[config.mk]
export PLATFORM = sky130hd
export DESIGN_NAME = fcmp4_unit
export DESIGN_NICKNAME = d
export VERILOG_FILES = /design/src/rtl/fcmp_pkg.sv /design/src/rtl/fcmp_classify.sv /design/src/rtl/fcmp_lane.sv /design/src/rtl/fcmp4_unit.sv
export SDC_FILE = /design/constraint.sdc
export NUM_CORES = 1
export LEC_CHECK = 0
export BUFFER_PORTS_ARGS = -buffer_cell sky130_fd_sc_hd__buf_2
export CAP_MARGIN = 40
export CORE_AREA = 2 2 152 154
export DETAILED_ROUTE_END_ITERATION = 10
export DIE_AREA = 0 0 154 156
export PLACE_DENSITY = 0.73
export SYNTH_ARGS = -nofsm -noshare
export SYNTH_HDL_FRONTEND = slang
export SYNTH_SLANG_ARGS = --single-unit
[constraint.sdc]
create_clock -name clk -period 3.62 [get_ports clk]
set_input_delay 1.086 -clock clk [delete_from_list [all_inputs] [get_ports clk]]
set_output_delay 1.086 -clock clk [all_outputs]
set_load 0.01 [all_outputs]
[src/rtl/fcmp_pkg.sv]
package fcmp_pkg;
   typedef enum logic [2:0] {
      PR_EQ    = 3'd0,
      PR_LT    = 3'd1,
      PR_LE    = 3'd2,
      PR_UNORD = 3'd3,
      PR_NEQ   = 3'd4,
      PR_NLT   = 3'd5,
      PR_NLE   = 3'd6,
      PR_ORD   = 3'd7
   } pred_e;

   typedef struct packed {
      logic is_nan;
      logic is_snan;
      logic is_zero;
   } fclass_t;
endpackage

[src/rtl/fcmp_classify.sv]
module fcmp_classify
   import fcmp_pkg::*;
#(
   parameter int EW = 8,
   parameter int FW = 23,
   localparam int W = 1 + EW + FW
) (
   input  logic [W-1:0] x,
   output fclass_t      cls
);
   logic exp_ones;
   logic frac_nz;

   always_comb begin
      exp_ones    = &x[W-2:FW];
      frac_nz     = |x[FW-1:0];
      cls.is_nan  = exp_ones & frac_nz;
      cls.is_snan = exp_ones & frac_nz & ~x[FW-1];
      cls.is_zero = ~|x[W-2:0];
   end
endmodule

[src/rtl/fcmp_lane.sv]
module fcmp_lane
   import fcmp_pkg::*;
#(
   parameter int EW = 8,
   parameter int FW = 23,
   localparam int W = 1 + EW + FW
) (
   input  logic [W-1:0] a,
   input  logic [W-1:0] b,
   input  logic [2:0]   pred,
   output logic         hit,
   output logic         inv,
   output logic         sig_inv
);
   fclass_t ca, cb;
   logic    unord, eq, lt, base, relational, mag_lt;

   fcmp_classify #(.EW(EW), .FW(FW)) u_ca (.x(a), .cls(ca));
   fcmp_classify #(.EW(EW), .FW(FW)) u_cb (.x(b), .cls(cb));

   always_comb begin
      unord  = ca.is_nan | cb.is_nan;
      mag_lt = a[W-2:0] < b[W-2:0];
      eq     = (a == b) | (ca.is_zero & cb.is_zero);
      if (ca.is_zero & cb.is_zero)  lt = 1'b0;
      else if (a[W-1] != b[W-1])    lt = a[W-1];
      else if (a[W-1])              lt = (b[W-2:0] < a[W-2:0]);
      else                          lt = mag_lt;
      unique case (pred[1:0])
         2'd0:    base = eq & ~unord;
         2'd1:    base = lt & ~unord;
         2'd2:    base = (lt | eq) & ~unord;
         default: base = unord;
      endcase
      hit        = base ^ pred[2];
      relational = (pred[1:0] == 2'd1) | (pred[1:0] == 2'd2);
      sig_inv    = relational & unord;
      inv        = sig_inv | ca.is_snan | cb.is_snan;
   end
endmodule

[src/rtl/fcmp4_unit.sv]
module fcmp4_unit
   import fcmp_pkg::*;
#(
   parameter int LANES = 4,
   parameter int EW    = 8,
   parameter int FW    = 23,
   localparam int W    = 1 + EW + FW,
   localparam int DW   = LANES * W
) (
   input  logic          clk,
   input  logic          rst_n,
   input  logic          in_valid,
   input  logic [2:0]    pred,
   input  logic          scalar,
   input  logic          inv_mask,
   input  logic [DW-1:0] opa,
   input  logic [DW-1:0] opb,
   output logic          out_valid,
   output logic          out_wr,
   output logic [DW-1:0] out_data,
   output logic          trap,
   output logic          inv_flag
);
   if (LANES < 1) begin : g_bad_lanes
      $error("fcmp4_unit: LANES must be at least 1");
   end
   if (EW < 2 || FW < 2) begin : g_bad_fmt
      $error("fcmp4_unit: EW and FW must be at least 2");
   end

   logic [DW-1:0]    res_word;
   logic [LANES-1:0] lane_inv, lane_trap;
   logic             any_inv, any_trap;

   for (genvar i = 0; i < LANES; i++) begin : g_lane
      logic hit, inv, sig_inv, active;
      fcmp_lane #(.EW(EW), .FW(FW)) u_lane (
         .a       (opa[i*W +: W]),
         .b       (opb[i*W +: W]),
         .pred    (pred),
         .hit     (hit),
         .inv     (inv),
         .sig_inv (sig_inv)
      );
      if (i == 0) begin : g_lead
         assign active = 1'b1;
         assign res_word[i*W +: W] = {W{hit}};
      end else begin : g_upper
         assign active = ~scalar;
         assign res_word[i*W +: W] = scalar ? opa[i*W +: W] : {W{hit}};
      end
      assign lane_inv[i]  = active & inv;
      assign lane_trap[i] = active & sig_inv;
   end

   assign any_inv  = |lane_inv;
   assign any_trap = (|lane_trap) & ~inv_mask;

   always_ff @(posedge clk) begin
      if (!rst_n) begin
         out_valid <= 1'b0;
         out_wr    <= 1'b0;
         trap      <= 1'b0;
         inv_flag  <= 1'b0;
         out_data  <= '0;
      end else begin
         out_valid <= in_valid;
         out_wr    <= in_valid & ~any_trap;
         trap      <= in_valid & any_trap;
         if (in_valid & any_inv) inv_flag <= 1'b1;
         if (in_valid & ~any_trap) out_data <= res_word;
      end
   end
endmodule

==> flow_summary.json <==
{
  "worstPathMaxFanout": 8,
  "powerDensity_nw_per_um2": 290,
  "cts_buffers": 9,
  "setup_tns_ns": -0.106,
  "grt_max_degree": 64,
  "period_share_pct": 101,
  "p_leak_nw": 6.05,
  "worstMarginPinSlew_ns": 0.787,
  "antenna_found_initial": 7,
  "syn_nets": 1542,
  "dieArea_um2": 24000,
  "routedWlPerCell_um": 17.5,
  "die_h_um": 156,
  "slew_headroom_pct": 47.5,
  "layout-drive-gt1-share_pct": 35.5,
  "cts-hold-fix-buffers": 0,
  "overflow": 0,
  "avgSynthCellArea_um2": 7.52,
  "fmax_mhz": 272,
  "synth_enable_flop_cells": 0,
  "clk_pin_slew_worst_paths_ns": 0.08,
  "endpoint_kind": "register",
  "holdCritPathClass": "reg2reg",
  "drtIter0Drc": 698,
  "dp_hpwl_um": 26300,
  "io-pin-count": 396,
  "drc_errors": 0,
  "num_rows": 55,
  "slew_viol_final": 0,
  "synth_warnings": 0,
  "grt_pass1_vias": 9728,
  "fin_ws_ns": -0.0540,
  "irDropWorstVdd_mv": 0.270,
  "fin_area_um2": 11900,
  "post-route-util_pct": 53.3,
  "finalPower_mw": 3.46,
  "cts.sinks": 101,
  "ys_seq_area_share_pct": 23.3,
  "hold_viol_final": 0,
  "place.gp.congestion": 0.931,
  "first_pass_iters": 5,
  "critPathRequiredTime_ns": 3.89,
  "nets": 1969,
  "status": "complete, but fails checks",
  "track_usage_pct": 25.5,
  "cp_data_arrival_time_ns": 3.94,
  "async_reset_ff_share_pct": 0,
  "violations": "setup timing",
  "coreArea_um2": 22400,
  "start_util_pct": 38.7,
  "yosysUniqueCellTypes": 65,
  "start_kind": "input port",
  "drtAntennaViolNets": 0,
  "maxCapViolations": 0,
  "setup_viol": 2,
  "postSynthCellCount": 1151,
  "period_needed_ns": 3.67,
  "place_area_um2": 11300,
  "clk_latency_ns": 0.35,
  "via_per_inst": 5.52,
  "cts_root_buf": "clkbuf_16",
  "dieWidth_um": 154,
  "clockBufferDepth": 2,
  "htree_levels": 3,
  "cts_tree": "done",
  "io_buffers": 395,
  "final_cell_mix": "391 x buf_2, 132 x inv_1, 116 x ha_1, 113 x nor2_1, 101 x dfxtp_1",
  "clock_skew_ns": 0,
  "wirelength_um": 32800,
  "vias": 10300,
  "path_class": "in2reg",
  "synth-seq-cells": 101,
  "synth_top_flop_cell": "dfxtp_1",
  "grt_pass1_wl_um": 49500,
  "syn_to_final_growth_pct": 37.8,
  "synth_area_um2": 8660,
  "final_common_cell": "buf_2"
}
[through the flow]
stage	setup WS (ns)	cells	hold WS [ns]
2_1_floorplan	0.0956	1151	0.509
3_3_place_gp	-0.187	1847	0.446
3_5_place_dp	-0.250	1847	0.448
4_1_cts	0.125	1863	0.465
5_1_grt	-0.121	1874	0.478
6_report	-0.0540	1874	0.462
[critical path: stages]
cell and delay (ns):
buf_2 0.11, inv_1 0.08, ha_4 0.27, nand4_1 0.19
buf_4 0.21, nor3_1 0.27, a211oi_1 0.16, buf_4 0.17
o21a_1 0.13, and4_1 0.23, o32ai_4 0.24, o2111a_2 0.27
o21ai_4 0.06, buf_12 0.18, buf_12 0.13, a311oi_2 0.16
[cell families (layout without fill, tap and decap cells)]
family | count (synthesis) | after routing | share of synthesized area, %
buf+inv | 217 | 649 | 11.5
compound gates | 254 | 254 | 18.7
simple gates | 446 | 446 | 27.5
xor+xnor | 5 | 5 | 0.506
mux | 1 | 1 | 0.116
flops | 101 | 101 | 23.3
other cells | 0 | 6 | 0
fa+ha+maj | 127 | 127 | 18.3
[power breakdown]
part / switching (mW) / total [mW] / internal (mW)
combinational: 0.660 / 1.20 / 0.536
clock: 0.505 / 0.995 / 0.491
sequential: 0.0582 / 1.27 / 1.21
[cells in the mapped netlist, drive strengths merged, types with 4 or more instances]
cell type | number | share of area, %
a211oi | 10 | 0.92
a21boi | 4 | 0.35
a21o | 9 | 0.78
a21oi | 84 | 4.9
a221oi | 5 | 0.51
and3 | 6 | 0.43
buf | 48 | 4.1
clkbuf | 30 | 1.3
dfxtp | 101 | 23
ha | 127 | 18
inv | 139 | 6.0
nand2 | 40 | 1.7
nand3 | 48 | 2.8
nand3b | 35 | 3.0
nand4 | 56 | 4.1
nor2 | 123 | 5.6
nor3 | 51 | 3.1
nor4 | 65 | 4.9
o211ai | 41 | 3.6
o21a | 6 | 0.52
o21ai | 58 | 3.5
o31ai | 8 | 0.81
or2 | 4 | 0.29
or4 | 5 | 0.48
xnor2 | 5 | 0.51
[metal layers]
layer	global-route usage [%]	wire (um)
met3	4.97	2290
met4	8.72	896
met5	0	13
met1	31.0	13500
met2	45.1	16100
[repair_timing]
| action | in CTS | in global routing |
|---|---|---|
| setup buffers | 0 | 3 |
| gates resized for setup | 0 | 32 |
| setup endpoints to repair | 0 | 23 |
[state kept, by name (all words and copies together) (netlist names)]
register / cells
out_data: 97
inv_flag: 1
out_valid: 1
out_wr: 1
trap: 1
[path summary, 6_finish.rpt]
path | from | end | slack [ns] | cells past startpoint
setup / recovery | opb[56] | out_data[32] | -0.05 | 16
hold / removal | inv_flag | inv_flag | 0.46 | 1
setup reg to reg | out_data[31] | out_data[31] | 2.41 | 2
hold reg to reg | inv_flag | inv_flag | 0.46 | 1
[final cells by class]
| cell class | count | area [um^2] |
|---|---|---|
| Tap cell | 285 | 357 |
| Timing Repair Buffer | 494 | 2870 |
| Clock buffer | 9 | 225 |
| Sequential cell | 101 | 2020 |
| Antenna cell | 6 | 15.0 |
| Multi-Input combinational cell | 833 | 5840 |
| Fill cell | 2115 | 10400 |
| Clock inverter | 7 | 77.6 |
| Inverter | 139 | 524 |
Power figures use the tool's default switching activity.
